**config.mk**
```make
export PLATFORM = sky130hd
export DESIGN_NAME = phase_clkgen
export DESIGN_NICKNAME = d
export VERILOG_FILES = /design/src/rtl/phase_clkgen_pkg.sv /design/src/rtl/phase_seq.sv /design/src/rtl/rst_cond.sv /design/src/rtl/rdy_cond.sv /design/src/rtl/phase_clkgen.sv
export SDC_FILE = /design/constraint.sdc
export NUM_CORES = 1
export LEC_CHECK = 0
export ABC_CLOCK_PERIOD_IN_PS = 4170
export BUFFER_PORTS_ARGS = -buffer_cell sky130_fd_sc_hd__buf_4
export CAP_MARGIN = 5
export CORE_MARGIN = 4
export CORE_UTILIZATION = 50
export CTS_BUF_LIST = sky130_fd_sc_hd__clkbuf_4 sky130_fd_sc_hd__clkbuf_8 sky130_fd_sc_hd__clkbuf_16
export DETAILED_ROUTE_END_ITERATION = 12
export PLACE_DENSITY = 0.66
export SLEW_MARGIN = 25
export SYNTH_ARGS = -nofsm -noshare
export SYNTH_HDL_FRONTEND = slang
export SYNTH_SLANG_ARGS = --single-unit
```
**constraint.sdc**
```tcl
create_clock -name ref_clk -period 4.17 [get_ports ref_clk]
set_input_delay 0.6255 -clock ref_clk [delete_from_list [all_inputs] [get_ports ref_clk]]
set_output_delay 0.6255 -clock ref_clk [all_outputs]
set_load 0.02 [all_outputs]
```
**src/rtl/phase_clkgen_pkg.sv**
```systemverilog
package phase_clkgen_pkg;

    // Phase sequencer states, in the order they are visited.
    typedef enum logic [1:0] {
        SEQ_P1   = 2'd0,
        SEQ_GAP1 = 2'd1,
        SEQ_P2   = 2'd2,
        SEQ_GAP2 = 2'd3
    } seq_state_e;

    // Reset conditioner states.
    typedef enum logic [1:0] {
        RC_SYNC = 2'd0,
        RC_HOLD = 2'd1,
        RC_RUN  = 2'd2
    } rst_state_e;

endpackage

```
**src/rtl/phase_seq.sv**
```systemverilog
module phase_seq
    import phase_clkgen_pkg::*;
#(
    parameter int DIV    = 9,
    parameter int P1_LEN = 2,
    parameter int P2_LEN = 5
) (
    input  logic clk,
    output logic phi1,
    output logic phi2,
    output logic sys_clk,
    output logic p2_enter
);
    localparam int CW       = $clog2(DIV);
    localparam int P2_START = P1_LEN + 1;
    localparam int P2_END   = P2_START + P2_LEN - 1;
    localparam int HALF     = (DIV + 1) / 2;

    logic [CW-1:0] cnt;
    logic [CW-1:0] cnt_nxt;
    seq_state_e    state;
    seq_state_e    state_nxt;

    // Free-running modulo-DIV count; any out-of-range value recovers to 0.
    always_comb begin
        if (cnt >= CW'(DIV - 1)) cnt_nxt = '0;
        else                     cnt_nxt = cnt + 1'b1;
    end

    always_ff @(posedge clk) begin
        cnt <= cnt_nxt;
    end

    // Next phase state from the next count.
    always_comb begin
        if (cnt_nxt < CW'(P1_LEN))         state_nxt = SEQ_P1;
        else if (cnt_nxt < CW'(P2_START))  state_nxt = SEQ_GAP1;
        else if (cnt_nxt <= CW'(P2_END))   state_nxt = SEQ_P2;
        else                               state_nxt = SEQ_GAP2;
    end

    // State register.
    always_ff @(posedge clk) begin
        state <= state_nxt;
    end

    // Registered outputs: each phase comes straight from a flop.
    always_ff @(posedge clk) begin
        unique case (state_nxt)
            SEQ_P1:   begin phi1 <= 1'b1; phi2 <= 1'b0; end
            SEQ_GAP1: begin phi1 <= 1'b0; phi2 <= 1'b0; end
            SEQ_P2:   begin phi1 <= 1'b0; phi2 <= 1'b1; end
            SEQ_GAP2: begin phi1 <= 1'b0; phi2 <= 1'b0; end
        endcase
        sys_clk <= (cnt_nxt < CW'(HALF));
    end

    // High during the cycle that ends in a phi2 rising edge.
    assign p2_enter = (state_nxt == SEQ_P2) && (state != SEQ_P2);

endmodule

```
**src/rtl/rst_cond.sv**
```systemverilog
module rst_cond
    import phase_clkgen_pkg::*;
#(
    parameter int STAGES = 2,
    parameter int DIV    = 9
) (
    input  logic clk,
    input  logic rst_req,
    input  logic p2_enter,
    output logic rst_out
);
    localparam int HW = $clog2(DIV + 1);

    logic [STAGES-1:0] sr;
    logic              rst_s;
    logic [HW-1:0]     hold;
    logic              hold_done;
    rst_state_e        state;
    rst_state_e        state_nxt;

    // Asynchronous assert, synchronous release.
    always_ff @(posedge clk or posedge rst_req) begin
        if (rst_req) sr <= '1;
        else         sr <= {sr[STAGES-2:0], 1'b0};
    end
    assign rst_s = sr[STAGES-1];

    assign hold_done = (hold == HW'(DIV));

    always_comb begin
        unique case (state)
            RC_SYNC: state_nxt = rst_s ? RC_SYNC : RC_HOLD;
            RC_HOLD: begin
                if (rst_s)                       state_nxt = RC_SYNC;
                else if (hold_done && p2_enter)  state_nxt = RC_RUN;
                else                             state_nxt = RC_HOLD;
            end
            RC_RUN:  state_nxt = rst_s ? RC_SYNC : RC_RUN;
            default: state_nxt = RC_SYNC;
        endcase
    end

    // State register.
    always_ff @(posedge clk or posedge rst_req) begin
        if (rst_req) state <= RC_SYNC;
        else         state <= state_nxt;
    end

    // Hold-time counter, saturating at one full period.
    always_ff @(posedge clk or posedge rst_req) begin
        if (rst_req)                    hold <= '0;
        else if (state_nxt != RC_HOLD)  hold <= '0;
        else if (!hold_done)            hold <= hold + 1'b1;
    end

    // Output register.
    always_ff @(posedge clk or posedge rst_req) begin
        if (rst_req) begin
            rst_out <= 1'b1;
        end else begin
            unique case (state_nxt)
                RC_RUN:  rst_out <= 1'b0;
                default: rst_out <= 1'b1;
            endcase
        end
    end

    // reset never releases before the hold counter has completed.
    assert_hold_before_release_R7: assert property (@(posedge clk) disable iff (rst_req)
        $fell(rst_out) |-> $past(hold) == HW'(DIV));

endmodule

```
**src/rtl/rdy_cond.sv**
```systemverilog
module rdy_cond #(
    parameter int STAGES = 2
) (
    input  logic clk,
    input  logic rst_req,
    input  logic rdy_raw,
    input  logic p2_enter,
    output logic rdy_out
);
    logic [STAGES-1:0] sr;

    always_ff @(posedge clk or posedge rst_req) begin
        if (rst_req) sr <= '0;
        else         sr <= {sr[STAGES-2:0], rdy_raw};
    end

    always_ff @(posedge clk or posedge rst_req) begin
        if (rst_req)       rdy_out <= 1'b0;
        else if (p2_enter) rdy_out <= sr[STAGES-1];
    end

    // ready stays low while reset is requested.
    assert_rdy_low_in_reset_R9: assert property (@(posedge clk)
        rst_req |-> !rdy_out);

endmodule

```
**src/rtl/phase_clkgen.sv**
```systemverilog
module phase_clkgen #(
    parameter int DIV         = 9,
    parameter int P1_LEN      = 2,
    parameter int P2_LEN      = 5,
    parameter int SYNC_STAGES = 2
) (
    input  logic ref_clk,
    input  logic rst_req,
    input  logic rdy_raw,
    output logic phi1,
    output logic phi2,
    output logic sys_clk,
    output logic rst_out,
    output logic rdy_out
);
    localparam int RW = $clog2(DIV + 1);

    logic p2_enter;

    phase_seq #(.DIV(DIV), .P1_LEN(P1_LEN), .P2_LEN(P2_LEN)) seq_i (
        .clk      (ref_clk),
        .phi1     (phi1),
        .phi2     (phi2),
        .sys_clk  (sys_clk),
        .p2_enter (p2_enter)
    );

    rst_cond #(.STAGES(SYNC_STAGES), .DIV(DIV)) rst_i (
        .clk      (ref_clk),
        .rst_req  (rst_req),
        .p2_enter (p2_enter),
        .rst_out  (rst_out)
    );

    rdy_cond #(.STAGES(SYNC_STAGES)) rdy_i (
        .clk      (ref_clk),
        .rst_req  (rst_req),
        .rdy_raw  (rdy_raw),
        .p2_enter (p2_enter),
        .rdy_out  (rdy_out)
    );

    // Checker state: run lengths of each phase and spacing of phi1 rises.
    logic [RW-1:0] p1_run;
    logic [RW-1:0] p2_run;
    logic [RW:0]   per;
    logic          phi1_d;

    always_ff @(posedge ref_clk) begin
        p1_run <= phi1 ? p1_run + 1'b1 : '0;
        p2_run <= phi2 ? p2_run + 1'b1 : '0;
        phi1_d <= phi1;
        if (phi1 && !phi1_d)  per <= (RW+1)'(1);
        else if (per != '1)   per <= per + 1'b1;
    end

    assert_no_overlap_R2: assert property (@(posedge ref_clk) disable iff (rst_req)
        !(phi1 && phi2));
    assert_gap_after_p1_R2: assert property (@(posedge ref_clk) disable iff (rst_req)
        $fell(phi1) |-> !phi2);
    assert_gap_after_p2_R2: assert property (@(posedge ref_clk) disable iff (rst_req)
        $fell(phi2) |-> !phi1);
    assert_p1_width_R3: assert property (@(posedge ref_clk) disable iff (rst_req)
        $fell(phi1) |-> p1_run == RW'(P1_LEN));
    assert_p2_width_R4: assert property (@(posedge ref_clk) disable iff (rst_req)
        $fell(phi2) |-> p2_run == RW'(P2_LEN));
    assert_period_R1: assert property (@(posedge ref_clk) disable iff (rst_req)
        (phi1 && !phi1_d) |-> per == (RW+1)'(DIV));
    assert_sys_align_R5: assert property (@(posedge ref_clk) disable iff (rst_req)
        $rose(sys_clk) |-> $rose(phi1));
    assert_rst_on_phase_R7: assert property (@(posedge ref_clk) disable iff (rst_req)
        $fell(rst_out) |-> $rose(phi2));
    assert_rdy_on_phase_R8: assert property (@(posedge ref_clk) disable iff (rst_req)
        !$stable(rdy_out) |-> $rose(phi2));

endmodule

```
* Yosys cells after proc, flatten, opt, wreduce, memory -nomap -nowiden
Index checks and enable logic that the tools add are counted.
** Word-level totals
- Input port bits :: 3
- Bits in writable memories :: 0
- Bits in read-only memories :: 0
- Output and inout port bits :: 5
- Latch bits :: 0
- Memories :: 0
- Flip-flop bits (word level) :: 21
** Cells by class
- Multiplexer cells :: 14
- Bitwise gates (word level) :: 0
- Add/sub/neg operators :: 2
- Magnitude comparators :: 5
- Multipliers :: 0
- Div/mod/pow operators :: 0
- Equal/unequal tests :: 10
- Shift operators :: 0
- Reductions and logical operators :: 6
** Operator list (number)
- $mux W4 :: 3
- $mux W2 :: 5
- $add A4 B1 Y4 const B :: 2
- $eq A2 B2 Y1 const B :: 4
- $lt A4 B2 Y1 const B :: 2
- $pmux W2 S3 :: 1
- $reduce_or A3 Y1 :: 2
- $eq A2 B1 Y1 const B :: 2
- $eq A4 B4 Y1 const B :: 1
- $ge A4 B4 Y1 const B :: 1
- $le A4 B3 Y1 const B :: 1
- $logic_not A2 Y1 :: 2
- $lt A4 B3 Y1 const B :: 1
- $ne A2 B2 Y1 const B :: 2
- $pmux W1 S2 :: 2
- $mux W1 :: 3
- $logic_and A1 B1 Y1 :: 2
- $ne A2 B1 Y1 const B :: 1

* Depth between registers and ports, before layout
- Depth in word-level cells :: 14
- Mapped depth :: 6

* By module
Synthesis repeated with hierarchy kept, for this count alone.
** Second synthesis, totals
- Cell total of the unflattened synthesis :: 71
- Area total of the unflattened synthesis :: 867.1 um^2
** Modules (own cells, without submodules)
- rst_cond :: cells each 34, times used 1, area an instance 426.7 um^2, sequential area each 229.0 um^2
- phase_seq :: cells each 32, times used 1, area an instance 346.6 um^2, sequential area each 180.2 um^2
- rdy_cond :: cells each 5, times used 1, area an instance 93.8 um^2, sequential area each 75.1 um^2

* Worst setup path after synthesis
No wires, ideal clock.
- Kind :: register to register
- Start point :: reg seq_i.cnt[0]
- End point :: reg rdy_i.rdy_out
- Setup time :: 0.125 ns
- Arrival :: 1.408 ns
- Period minus slack after synthesis :: 1.533 ns
- Setup slack :: 2.637 ns
- Stages on the path, launching flop included :: 6
- Buffers on the path :: 0
- Cell sequence :: dfxtp_1 inv_1 ha_1 o21ai_1 a211oi_4 mux2_4
** On the way
- Word-level cells in the longest chain between the ends :: 8
** Ends and longest elaborated chain
- start: declaration :: RTL line phase_seq.sv:19 : logic [CW-1:0] cnt;
- start signal: assignment :: RTL line phase_seq.sv:31 : cnt <= cnt_nxt;
- $add A4 B1 Y4 or $ge A4 B4 Y1 (tied branches) :: RTL line phase_seq.sv:27, phase_seq.sv:26
- $mux W4 * :: RTL line phase_seq.sv:26 : if (cnt >= CW'(DIV - 1)) cnt_nxt = '0;
- $le A4 B3 Y1 :: RTL line phase_seq.sv:38 : else if (cnt_nxt <= CW'(P2_END)) state_nxt = SEQ_P2;
- $mux W1 :: RTL line phase_seq.sv:38
- $mux W2 :: RTL line phase_seq.sv:37 : else if (cnt_nxt < CW'(P2_START)) state_nxt = SEQ_GAP1;
- $mux W2 * :: RTL line phase_seq.sv:36 : if (cnt_nxt < CW'(P1_LEN)) state_nxt = SEQ_P1;
- $eq A2 B2 Y1 * :: RTL line phase_seq.sv:59 : assign p2_enter = (state_nxt == SEQ_P2) && (state != SEQ_P2);
- $logic_and A1 B1 Y1 * :: RTL line phase_seq.sv:59
- end signal: assignment :: RTL line rdy_cond.sv:19 : else if (p2_enter) rdy_out <= sr[STAGES-1];
- end: declaration :: RTL line rdy_cond.sv:8 : output logic rdy_out
Mark *: on every way between the ends. The rest lies on a longest branch, timed or not.
A chain may end at the register's enable or synchronous reset.

* Worst setup path after layout
Same ends and word-level chain as after synthesis.

==> metrics.cfg <==
[clock_tree]
ctsHtreeMaxLevel=1
clk_pin_slew_ps=110
postCtsResizedCells=0
clock-sinks=21
numCtsBuffers=3
cts_tree=done
clk_latency_ps=300
cts.path.max_buffers=2
post-cts-setup-buffers=0
cts-hold-fix-buffers=0
ctsRootBufferMaster=clkbuf_4

[timing]
finalSetupViolations=0
fin_skew_ps=4.220
hold_viol=0
layout_min_cycle_time_ps=1638
slew_viol_final=0
finalCritPeriodShare=0.3928
rsz0062_at_grt=false
timing.fmax_mhz=610.6
fin_hold_ws_ps=308.4
setup_tns_ps=0

[yosys]
synth_compound_area_frac=0.1380
synth-seq-cells=21
synthTopCellsByCount=dfrtp_1 (9), dfxtp_1 (9), a21oi_1 (5), inv_1 (5), nor2_1 (5)
synth_nets=78
synth_edf_count=0
synth_ff_type=dfxtp_1
synth_area_leaders=dfrtp_1 (27%), dfxtp_1 (21%), dfstp_2 (9.3%), ha_1 (5.9%), a21oi_1 (3.0%)
synth.distinct_cells=31
synth_top_family_by_area=simple AND/OR/NAND/NOR gates
async_flop_share=0.5714
avgSynthCellArea_um2=11.88
synthMuxAreaShare=0.01780
synthSimpleGateAreaFrac=0.1632
synth_xor_area_frac=0.02077
yosysTopAreaCell=dfrtp_1
synth_top_area_frac=0.2671
yosysWarnings=0
syn-cell-area_um2=843.3
synth_seq_area_share=0.5742
synth_fa_ha_area_frac=0.05935
synth_cells=71

[job]
max_cap_violations=0

[drt]
drt-wirelength-per-cell_um=11.63
vias=499
viasPerCell=5.092
wl_met2_um=429
drcViolationCount=0
drt_iter0_drc=5
ant_nets=0
drt-pass1-iter-count=4
top_layer=met4
wl_met3_um=43
wl_mm=1.140
wl_met1_um=636

[critical_path]
r2r_start=seq_i.cnt[0]
crit_required_ps=4360
path_cells=inv_1 > ha_1 > o21ai_1 > a211oi_4 > mux2_4
r2r_end=rdy_i.rdy_out
cp_num_buf_inv=1
cp.arrival_ps=1830
critPathCapture=rdy_i.rdy_out
critPathMaxFanout=5
end_kind=register
cp_slowest_cell=dfxtp_1
crit_start=seq_i.cnt[0]
reg2reg_depth=5
worst-path-stages=5
reg2reg_slack_ps=2530
path_class=register to register
slowest_delay_ps=370
startpoint_type=register
cp_top_family=compound AO/OA/AOI/OAI gates

[die]
die_area_mm2=0.002408
die_w_um=49.07
top_level_ports=8
fp-row-count=14
initial_core_util=0.5471
fp.coreArea_mm2=0.001541
die_y_um=49.07

[placement]
place_congestion=0.7533
portBuffers=7
place_area_um2=915.9
hpwl_um=842.2

[finish]
final_nets=90
antenna_cells=0
fill_cells=126
multi_input_area_um2=340.3
drive_above_1_share=0.2561
area_growth_pct=12.17
ff_latch_area_um2=484.2
final_area_um2=945.9

[pwr]
leakage_nw=0.4255
p_per_area_mw_per_mm2=345.3
ir_worst_vdd_mv=0.2119

[global_route]
grt_antenna_before_repair=0
grt_pass1_wl_mm=2.063
grt_max_degree=13
grt_use_total=0.1117
grt-ovfl-total=0
grt_pass1_vias=482

[worst_hold_path]
hp-class=primary input to asynchronous set/reset pin

[run_status]
run_status=completed

## layout make-up
class,instances,share of cell area
clock buffer,4,0.03175
tap,16,0.02116
timing repair buffer,7,0.05556
inverter,5,0.01984
multi-input combinational,45,0.3598
sequential,21,0.5119
## metrics by stage
stage / util / std cells / total power [mW] / setup slack (ps)
2_1_floorplan: - / 71 / 0.2243 / 2637
3_3_place_gp: 0.5942 / 94 / 0.2282 / 2588
3_5_place_dp: 0.5942 / 94 / 0.2282 / 2544
6_report: 0.6136 / 98 / 0.3266 / 2532
4_1_cts: 0.6136 / 98 / 0.3287 / 2523
5_1_grt: 0.6136 / 98 / 0.3447 / 2437
## kinds of logic (layout without fill, tap and decap cells)
kind of cell               count (synthesis)  after routing
adders and majority gates                  4              4
and+or+nand+nor                           22             22
muxes                                      1              1
DFF                                       21             21
buffers and inverters                      5             16
xor gates and xnor gates                   2              2
AOI/OAI and AO/OA                         15             15
other                                      1              1
## layer usage
| layer | vias up | global-route usage |
|---|---|---|
| met5 | - | 0 |
| met2 | 10 | 0.1416 |
| met4 | 0 | 0.08072 |
| met1 | 221 | 0.1605 |
| met3 | 4 | 0.02752 |
| li1 | 264 | - |
## where the power goes
group	leakage [nW]	internal, mW	switching, mW
Combinational	0.187	0.00571	0.00687
Sequential	0.220	0.208	0.00354
Clock	0.0184	0.0438	0.0588
## cells in the final DEF (no fill, tap or decap), types with 3 or more instances in the layout
cell and n:
a21oi_1 5, buf_4 7, clkbuf_4 4, dfrtp_1 9, dfstp_2 3, dfxtp_1 9, ha_1 4, inv_1 5
nand2_1 4, nor2_1 5
## registers in the layout, summed over array words and instances, names as in the netlist
signal         flops
rdy_i.rdy_out      1
rdy_i.sr           2
rst_i.hold         4
rst_i.rst_out      1
rst_i.sr           2
rst_i.state        2
seq_i.cnt          4
seq_i.phi1         1
seq_i.phi2         1
seq_i.state        2
seq_i.sys_clk      1
## worst min path at each step
stage / end
global route: rst_i.state[0]
global placement: rdy_i.sr[1]
detailed placement: rdy_i.sr[1]
CTS: rst_i.state[0]
finish: rst_i.state[0]
floorplan: rdy_i.sr[1]
## worst reg2reg max path: stages (launching register included)
cell	delay (ps)
dfxtp_1	370
inv_1	80
ha_1	310
o21ai_1	120
a211oi_4	320
mux2_4	330
Power figures use the tool's default switching activity.
